`src/rtl/uart_rxq_pkg.sv`:
```
package uart_rxq_pkg;

  typedef enum logic [1:0] {
    TRIG_ONE     = 2'b00,
    TRIG_QUARTER = 2'b01,
    TRIG_HALF    = 2'b10,
    TRIG_HIGH    = 2'b11
  } trig_sel_e;

  // Threshold in bytes for a given select code and queue depth.
  function automatic int unsigned trig_bytes(input logic [1:0] sel, input int unsigned depth);
    int unsigned r;
    case (trig_sel_e'(sel))
      TRIG_ONE:     r = 1;
      TRIG_QUARTER: r = depth / 4;
      TRIG_HALF:    r = depth / 2;
      default:      r = depth - 2;
    endcase
    return r;
  endfunction

endpackage

```
`src/rtl/rxq_store.sv`:
```
module rxq_store #(
  parameter int DATA_W = 8,
  parameter int DEPTH  = 16,
  localparam int AW = (DEPTH > 1) ? $clog2(DEPTH) : 1,
  localparam int CW = $clog2(DEPTH + 1)
) (
  input  logic              clk,
  input  logic              rst_n,
  input  logic              push,
  input  logic [DATA_W-1:0] wr_data,
  input  logic              pop,
  output logic [DATA_W-1:0] head_data,
  output logic [CW-1:0]     count,
  output logic              full,
  output logic              empty
);

  logic [AW-1:0]     wr_ptr_q, rd_ptr_q;
  logic [CW-1:0]     count_q;
  logic [DATA_W-1:0] slot_q [DEPTH];

  function automatic logic [AW-1:0] ptr_inc(input logic [AW-1:0] p);
    return (p == AW'(DEPTH - 1)) ? '0 : p + AW'(1);
  endfunction

  // One register row per entry; only the addressed row loads.
  for (genvar g = 0; g < DEPTH; g++) begin : g_slot
    always_ff @(posedge clk) begin
      if (push && (wr_ptr_q == AW'(g))) slot_q[g] <= wr_data;
    end
  end

  always_ff @(posedge clk or negedge rst_n) begin
    if (!rst_n) begin
      wr_ptr_q <= '0;
      rd_ptr_q <= '0;
      count_q  <= '0;
    end else begin
      if (push) wr_ptr_q <= ptr_inc(wr_ptr_q);
      if (pop)  rd_ptr_q <= ptr_inc(rd_ptr_q);
      case ({push, pop})
        2'b10:   count_q <= count_q + CW'(1);
        2'b01:   count_q <= count_q - CW'(1);
        default: count_q <= count_q;
      endcase
    end
  end

  assign head_data = slot_q[rd_ptr_q];
  assign count     = count_q;
  assign full      = (count_q == CW'(DEPTH));
  assign empty     = (count_q == '0);

endmodule

```
`src/rtl/rxq_idle_timer.sv`:
```
module rxq_idle_timer #(
  parameter int LIMIT = 4,
  localparam int TW = $clog2(LIMIT + 1)
) (
  input  logic clk,
  input  logic rst_n,
  input  logic touch,
  input  logic nonempty,
  input  logic tick,
  output logic expired
);

  logic [TW-1:0] cnt_q;

  always_ff @(posedge clk or negedge rst_n) begin
    if (!rst_n) begin
      cnt_q <= '0;
    end else if (touch || !nonempty) begin
      cnt_q <= '0;
    end else if (tick && (cnt_q != TW'(LIMIT))) begin
      cnt_q <= cnt_q + TW'(1);
    end
  end

  assign expired = (cnt_q == TW'(LIMIT));

endmodule

```
`src/rtl/rxq_irq_gen.sv`:
```
module rxq_irq_gen
  import uart_rxq_pkg::*;
#(
  parameter int DEPTH = 16,
  localparam int CW = $clog2(DEPTH + 1)
) (
  input  logic [CW-1:0] count,
  input  logic [1:0]    lvl_sel,
  input  logic          irq_en,
  input  logic          idle_expired,
  input  logic          nonempty,
  output logic          irq_data,
  output logic          irq_timeout
);

  logic [CW-1:0] thresh;

  always_comb begin
    thresh      = CW'(trig_bytes(lvl_sel, DEPTH));
    irq_data    = irq_en && (count >= thresh);
    irq_timeout = irq_en && nonempty && idle_expired;
  end

endmodule

```
`src/rtl/uart_rx_fifo_ctl.sv`:
```
module uart_rx_fifo_ctl #(
  parameter int DATA_W       = 8,
  parameter int DEPTH        = 16,
  parameter int TIMEOUT_CHAR = 4,
  localparam int CW = $clog2(DEPTH + 1)
) (
  input  logic              clk,
  input  logic              rst_n,
  input  logic              rx_valid,
  input  logic [DATA_W-1:0] rx_data,
  output logic              rx_ready,
  input  logic              rd_en,
  output logic [DATA_W-1:0] rd_data,
  output logic              data_avail,
  output logic [CW-1:0]     fill_level,
  input  logic [1:0]        lvl_sel,
  input  logic              rx_irq_en,
  input  logic              char_tick,
  input  logic              lsr_rd,
  output logic              overrun,
  output logic              irq_data,
  output logic              irq_timeout
);

  logic              push, pop, full, empty, idle_expired;
  logic [DATA_W-1:0] head_data;
  logic [DATA_W-1:0] rd_data_q;
  logic              overrun_q;

  assign push = rx_valid && !full;
  assign pop  = rd_en && !empty;

  rxq_store #(.DATA_W(DATA_W), .DEPTH(DEPTH)) store_i (
    .clk       (clk),
    .rst_n     (rst_n),
    .push      (push),
    .wr_data   (rx_data),
    .pop       (pop),
    .head_data (head_data),
    .count     (fill_level),
    .full      (full),
    .empty     (empty)
  );

  rxq_idle_timer #(.LIMIT(TIMEOUT_CHAR)) timer_i (
    .clk      (clk),
    .rst_n    (rst_n),
    .touch    (push || pop),
    .nonempty (!empty),
    .tick     (char_tick),
    .expired  (idle_expired)
  );

  rxq_irq_gen #(.DEPTH(DEPTH)) irq_i (
    .count        (fill_level),
    .lvl_sel      (lvl_sel),
    .irq_en       (rx_irq_en),
    .idle_expired (idle_expired),
    .nonempty     (!empty),
    .irq_data     (irq_data),
    .irq_timeout  (irq_timeout)
  );

  always_ff @(posedge clk or negedge rst_n) begin
    if (!rst_n) begin
      rd_data_q <= '0;
      overrun_q <= 1'b0;
    end else begin
      if (pop) rd_data_q <= head_data;
      if (rx_valid && full) overrun_q <= 1'b1;
      else if (lsr_rd)      overrun_q <= 1'b0;
    end
  end

  assign rx_ready   = !full;
  assign data_avail = !empty;
  assign rd_data    = rd_data_q;
  assign overrun    = overrun_q;

endmodule

```
`config.mk`:
```
export PLATFORM = sky130hd
export DESIGN_NAME = uart_rx_fifo_ctl
export DESIGN_NICKNAME = d
export VERILOG_FILES = /design/src/rtl/uart_rxq_pkg.sv /design/src/rtl/rxq_store.sv /design/src/rtl/rxq_idle_timer.sv /design/src/rtl/rxq_irq_gen.sv /design/src/rtl/uart_rx_fifo_ctl.sv
export SDC_FILE = /design/constraint.sdc
export NUM_CORES = 1
export LEC_CHECK = 0
export BUFFER_PORTS_ARGS = -buffer_cell sky130_fd_sc_hd__buf_2
export CORE_ASPECT_RATIO = 0.5
export CORE_MARGIN = 10
export CORE_UTILIZATION = 45
export CTS_BUF_LIST = sky130_fd_sc_hd__clkbuf_2 sky130_fd_sc_hd__clkbuf_4 sky130_fd_sc_hd__clkbuf_8
export CTS_CLUSTER_DIAMETER = 60
export DETAILED_ROUTE_END_ITERATION = 12
export GPL_TIMING_DRIVEN = 0
export RECOVER_POWER = 100
export SLEW_MARGIN = 20
export SYNTH_ARGS = -nofsm -noshare
export SYNTH_HDL_FRONTEND = slang
export SYNTH_SLANG_ARGS = --single-unit
export TNS_END_PERCENT = 10
```
`constraint.sdc`:
```
create_clock -name clk -period 6.1 [get_ports clk]
set_input_delay 1.83 -clock clk [delete_from_list [all_inputs] [get_ports clk]]
set_output_delay 1.83 -clock clk [all_outputs]
set_load 0.1 [all_outputs]
```
# Yosys cells after proc, flatten, opt, wreduce, memory -nomap -nowiden
# Memory sizes are Yosys's and may differ from the RTL's. A register that Yosys moved wholly into a read port is not among the register bits.
# Cells that the tools add are included.
# W data, S select, Z words.
# totals
ff_bits	17
mem_bits_rw	128
input_bits	17
out_inout_bits	18
wordCells	169
n_memories	1
# op_classes
addsub	5
order_cmp	1
n_eq_ne	23
muxes	85
n_reduce_logical	49
# memory_table
memory	words	width	rd	rd_clocked_by_memory_dff	write_ports	line	text
store_i.slot_q	16	8	1	1	1	rxq_store.sv:20	logic [DATA_W-1:0] slot_q [DEPTH];
# op_table
cell	count
$mux W8	15
$reduce_or A8 Y1	15
$mux W4	17
$mux W1	49
$eq A4 B4 Y1 const B	9
$logic_and A1 B1 Y1	23
$eq A4 B3 Y1 const B	4
$pmux W4 S3	1
$pmux W5 S2	1
$add A4 B1 Y4 const B	2
$eq A4 B2 Y1 const B	2
$mux W3	2
$reduce_bool A2 Y1	3
$add A5 B1 Y5 const B	1
$eq A5 B5 Y1 const B	1
$ge A5 B4 Y1	1
$logic_not A5 Y1	1
$sub A5 B1 Y5 const B	1
$eq A2 B1 Y1 const B	2
$eq A2 B2 Y1 const B	2
$eq A4 B1 Y1 const B	1
$logic_not A4 Y1	1
$add A3 B1 Y3 const B	1
$eq A3 B3 Y1 const B	1
other kinds (4)	7

# Depth between registers and ports, before layout
# logic_depth
ltp_word	22
depth_mapped	15
ltp_nobuf	12

# By module
# A second synthesis with hierarchy kept.
# unflattened
hier_cells	369
hier_area_um2	6492.5
# by_module_without_submodules
mod	instances	cells_each	area_each_um2	seq_area_each_um2
rxq_store	1	309	5780.5	4169.0
uart_rx_fifo_ctl	1	26	395.4	225.2
rxq_idle_timer	1	18	202.7	75.1
rxq_irq_gen	1	16	113.9	0.0

# Least setup slack after synthesis
# No wires, ideal clock.
# synth_timing
path_type	input -> output
start	input lvl_sel[1]
end	output irq_data
t_arrival_ns	4.595
required_ns	4.270
path_slack_ns	-0.325
path_stages	7
n_path_buf	0
path_cell_list	nor2_1 -> ha_1 -> nand2b_1 -> a21oi_1 -> nor2b_1 -> o21ai_0 -> a21boi_0
# synth_via
elab_chain_cells	4
word_cells_on_any_way	6
cone_classes	1 x order compare; 2 x eq/ne; 1 x mux; 2 x reduce/logical
# synth_lines
item	line	text
from (decl)	uart_rx_fifo_ctl.sv:16	input logic [1:0] lvl_sel,
$eq A2 B2 Y1 (tied with other cells)	uart_rxq_pkg.sv:13	case (trig_sel_e'(sel))
$pmux W4 S3 (*)	uart_rxq_pkg.sv:13	
$ge A5 B4 Y1 (*)	rxq_irq_gen.sv:20	irq_data = irq_en && (count >= thresh);
$logic_and A1 B1 Y1 (*)	rxq_irq_gen.sv:20	
to (decl)	uart_rx_fifo_ctl.sv:21	output logic irq_data,
# Mark *: on every way between the ends. The rest lies on a longest branch, timed or not.

# Final worst setup path
# Same ends and word-level chain as after synthesis.

==> summary.md <==
| Metric | Value |
|---|---|
| Status | `finished, final reports clean` |
| Die ar. | `19590 µm²` |
| CP delay by family, top | `buffers and inverters` |
| Clk_skew | `0.01387 ns` |
| TNS Setup | `0 ns` |
| Ys flop type | `edfxtp_1` |
| Clock Path Buffers | `2` |
| Post-CTS setup buffers | `0` |
| Top cells by area, synth | `edfxtp_1 (60%), dfrtp_1 (9.8%), mux4_2 (6.7%)` |
| Largest net degree at the start of global routing | `26` |
| Worst Setup Path Type | `primary input to output pin` |
| Max-slew violations | `0` |
| Finish-stage setup viols | `0` |
| DR WL/cell | `between 20 and 25 µm` |
| Most frequent cell after synthesis | `edfxtp_1` |
| First-pass iteration count of the detailed router | `4` |
| DRC violations left | `0` |
| TritonCTS clock tree | `done` |
| CTS root buffer | `clkbuf_8` |
| Largest family of logic cells by synthesized area | `multiplexers` |
| Vias per cell | `5.568` |
| Mean post-synth cell area | `17.88 µm²` |
| Worst-Margin Slew | `1.376 ns` |
| Final wirelength | `13480 µm` |
| Simple-Gate Fraction of Synth Area | `0.04620` |
| # nets final | `442` |
| Mux cell area share after synthesis | `0.1386` |
| CP Launch Type | `primary input` |
| Layout cells sized above 1 | `0.1825` |
| Sw Share | `0.3894` |
| P_sw | `1.352 mW` |
| Most instantiated cells after synthesis | `edfxtp_1 (128), dfrtp_1 (25), mux4_2 (19)` |
| Critical Path AT | `3.62 ns` |
| Number of global-route vias before repair | `3573` |
| Cell Pwr Density | `486.2 nW/µm²` |
| Fin cells | `614` |
| GRT Residual Overflow | `0` |
| Post-synth net total | `389` |
| Req. time, crit path | `4.27 ns` |
| Critical-path maximum fanout | `3` |
| Final Critical Period | `5.446 ns` |
| First-pass GRT wire length | `20840 µm` |
| Worst path bufs/invs | `2` |
| Initial Util | `0.4646` |
| Post-Syn Area | `6365 µm²` |
| Core Region | `between 10000 and 15000 µm²` |
| Compound-cell area share of the yosys netlist | `0.04698` |
| PortBufs | `34` |
| Maximum level of the CTS H-tree | `4` |
| Xor and xnor area share after synthesis | `0.01238` |
| Slowest CP cell | `clkbuf_1` |
| Comb pwr share | `0.374` |
| Diodes inserted | `0` |
| Initial DRC Count | `324` |
| Crit path cell chain | `buf_2 -> nor2_1 -> ha_1 -> nand2b_1 -> a21oi_1 -> nor2b_1 -> o21ai_0 -> a21boi_1 -> clkbuf_1` |
| Row count | `30` |
| Seq/Total Area, Yosys | `0.7022` |
| Hold_buf cts | `0` |
| Final ANT Viol Nets | `0` |
| Static Leak | `2.436 nW` |
| Relative slew slack | `0.07585` |
| Post-Syn Instances | `356` |
| Placed insts | `582` |
| Synth Warn # | `0` |
| Post-Synth Adder-Cell Area | `0.03145` |
| Fmax | `between 0.15 and 0.2 GHz` |
| Peak VDD IR | `0.0001989 V` |
| Global placement routability congestion | `roughly 0.80` |
| Total number of vias | `3419` |
| Unrepaired setup endpoints after global routing | `false` |
| Top cell type's share of synthesized area | `0.6039` |
| Critical Path Max Stage Delay | `between 0.8 and 0.9 ns` |
| Clk slew on worst S/H paths | `0.08 ns` |
| Clk pwr share | `0.230` |
| Initial antenna violation count | `0` |
| Die Y | `104.1 µm` |
| Max Cap Viol | `0` |
| GR Util All Layers | `0.1416` |
| Share of flip-flops with an asynchronous set or reset | `0.1634` |
| # IOs | `35` |
| Cts bufs inserted | `17` |
| Final Power | `3.473 mW` |
| Die X | `around 190 µm` |
| FF+latch count, synth | `153` |
| Area grow syn2layout | `12.23%` |
| Leading area contributor after synthesis | `edfxtp_1` |
| Worst hold slack | `0.5455 ns` |
| Resized Gates After CTS | `0` |
| Final Hold Vio Count | `0` |
| Worst skew pair latency | `0.45 ns` |
| Pint | `2.120 mW` |
| Flop pwr share | `0.396` |
| Clk sink count | `153` |
| HP Class | `flip-flop to flip-flop` |
| Post-synth EDFFs | `128` |
| Fin crit share | `0.8928` |
| Detailed Place HPWL | `8987 µm` |
| Worst Setup End Kind | `output pin` |
| Netlist cell types | `39` |
| Final Util | `0.5214` |
## cells by family (layout without fill, tap and decap cells)
group | after synthesis | count (layout)
adders and majority gates | 16 | 16
and+or+nand+nor | 58 | 58
xor gates and xnor gates | 9 | 9
muxes | 42 | 42
DFF | 153 | 153
AOI/OAI and AO/OA | 49 | 49
buffers and inverters | 29 | 95
## routing by layer
metal	up-vias	global-route usage	routed length [µm]
li1	1518	-	-
met1	1777	0.1880	6072
met2	114	0.2159	6354
met3	10	0.04418	918
met4	0	0.04711	129
met5	-	0	0
## metrics by stage
| step | instance area, µm² | worst slack, ns |
|---|---|---|
| 6_report | 7143 | 0.6540 |
| 3_3_place_gp | 6775 | 1.126 |
| 5_1_grt | 7143 | 0.5312 |
| 2_1_floorplan | 6365 | 0.4098 |
| 3_5_place_dp | 6795 | 1.016 |
| 4_1_cts | 7206 | 1.016 |
## area by class of cell
cell class / instances / area (µm²)
Sequential cell: 153 / 4469
Timing Repair Buffer: 34 / 136.4
Buffer: 18 / 96.34
Inverter: 11 / 41.29
Clock buffer: 18 / 241.5
Tap cell: 192 / 240.2
Clock inverter: 14 / 168.9
Multi-Input combinational cell: 174 / 1749
Fill cell: 1128 / 6558
## worst paths after layout
check | startpoint | endpoint | slack (ns) | cells past startpoint
min | overrun | overrun | 0.55 | 2
max in group asynchronous | rst_n | store_i.wr_ptr_q[2] | 3.64 | 1
min reg2reg | overrun | overrun | 0.55 | 2
max | lvl_sel[1] | irq_data | 0.65 | 9
max reg2reg | store_i.count[1] | store_i.count[4] | 2.56 | 15
min in group asynchronous | rst_n | store_i.count[0] | 1.66 | 1
## state kept, by name, indices dropped and copies added (netlist names)
| register | flops |
|---|---|
| overrun | 1 |
| rd_data | 8 |
| store_i.count | 5 |
| store_i.rd_ptr_q | 4 |
| store_i.slot_q | 128 |
| store_i.wr_ptr_q | 4 |
| timer_i.cnt_q | 3 |
## power groups by stage
stage | Sequential [mW] | Clock, mW | Combinational [mW]
final | 1.37 | 0.798 | 1.30
after global routing | 1.39 | 0.856 | 1.39
after CTS | 1.37 | 0.809 | 1.33
after detailed placement | 1.40 | 0 | 1.33
after global placement | 1.39 | 0 | 1.29
after floorplan | 1.69 | 0 | 0.700
## worst min-delay path, stage by stage, from the launching register on
cell     delay, ns
dfrtp_1       0.38
inv_1         0.05
o21ai_0       0.07
## cell usage in the layout (no fill, tap or decap), types with 2 or more instances in the layout
cell	instances
edfxtp_1	128
clkbuf_1	36
dfrtp_1	25
mux4_2	19
nand2_1	18
nor2_1	17
clkbuf_8	17
o22ai_1	16
ha_1	16
a21oi_1	13
mux4_1	13
inv_1	11
buf_2	11
mux2_2	10
o21ai_0	9
xnor2_1	7
nor3_1	6
nand2b_1	4
buf_1	3
a21o_1	3
nand3_1	3
inv_6	3
bufinv_16	3
xor2_1	2
a21boi_0	2
clkinv_1	2
clkinvlp_4	2
clkinv_2	2
No activity file was read; power rests on OpenSTA's default activity.
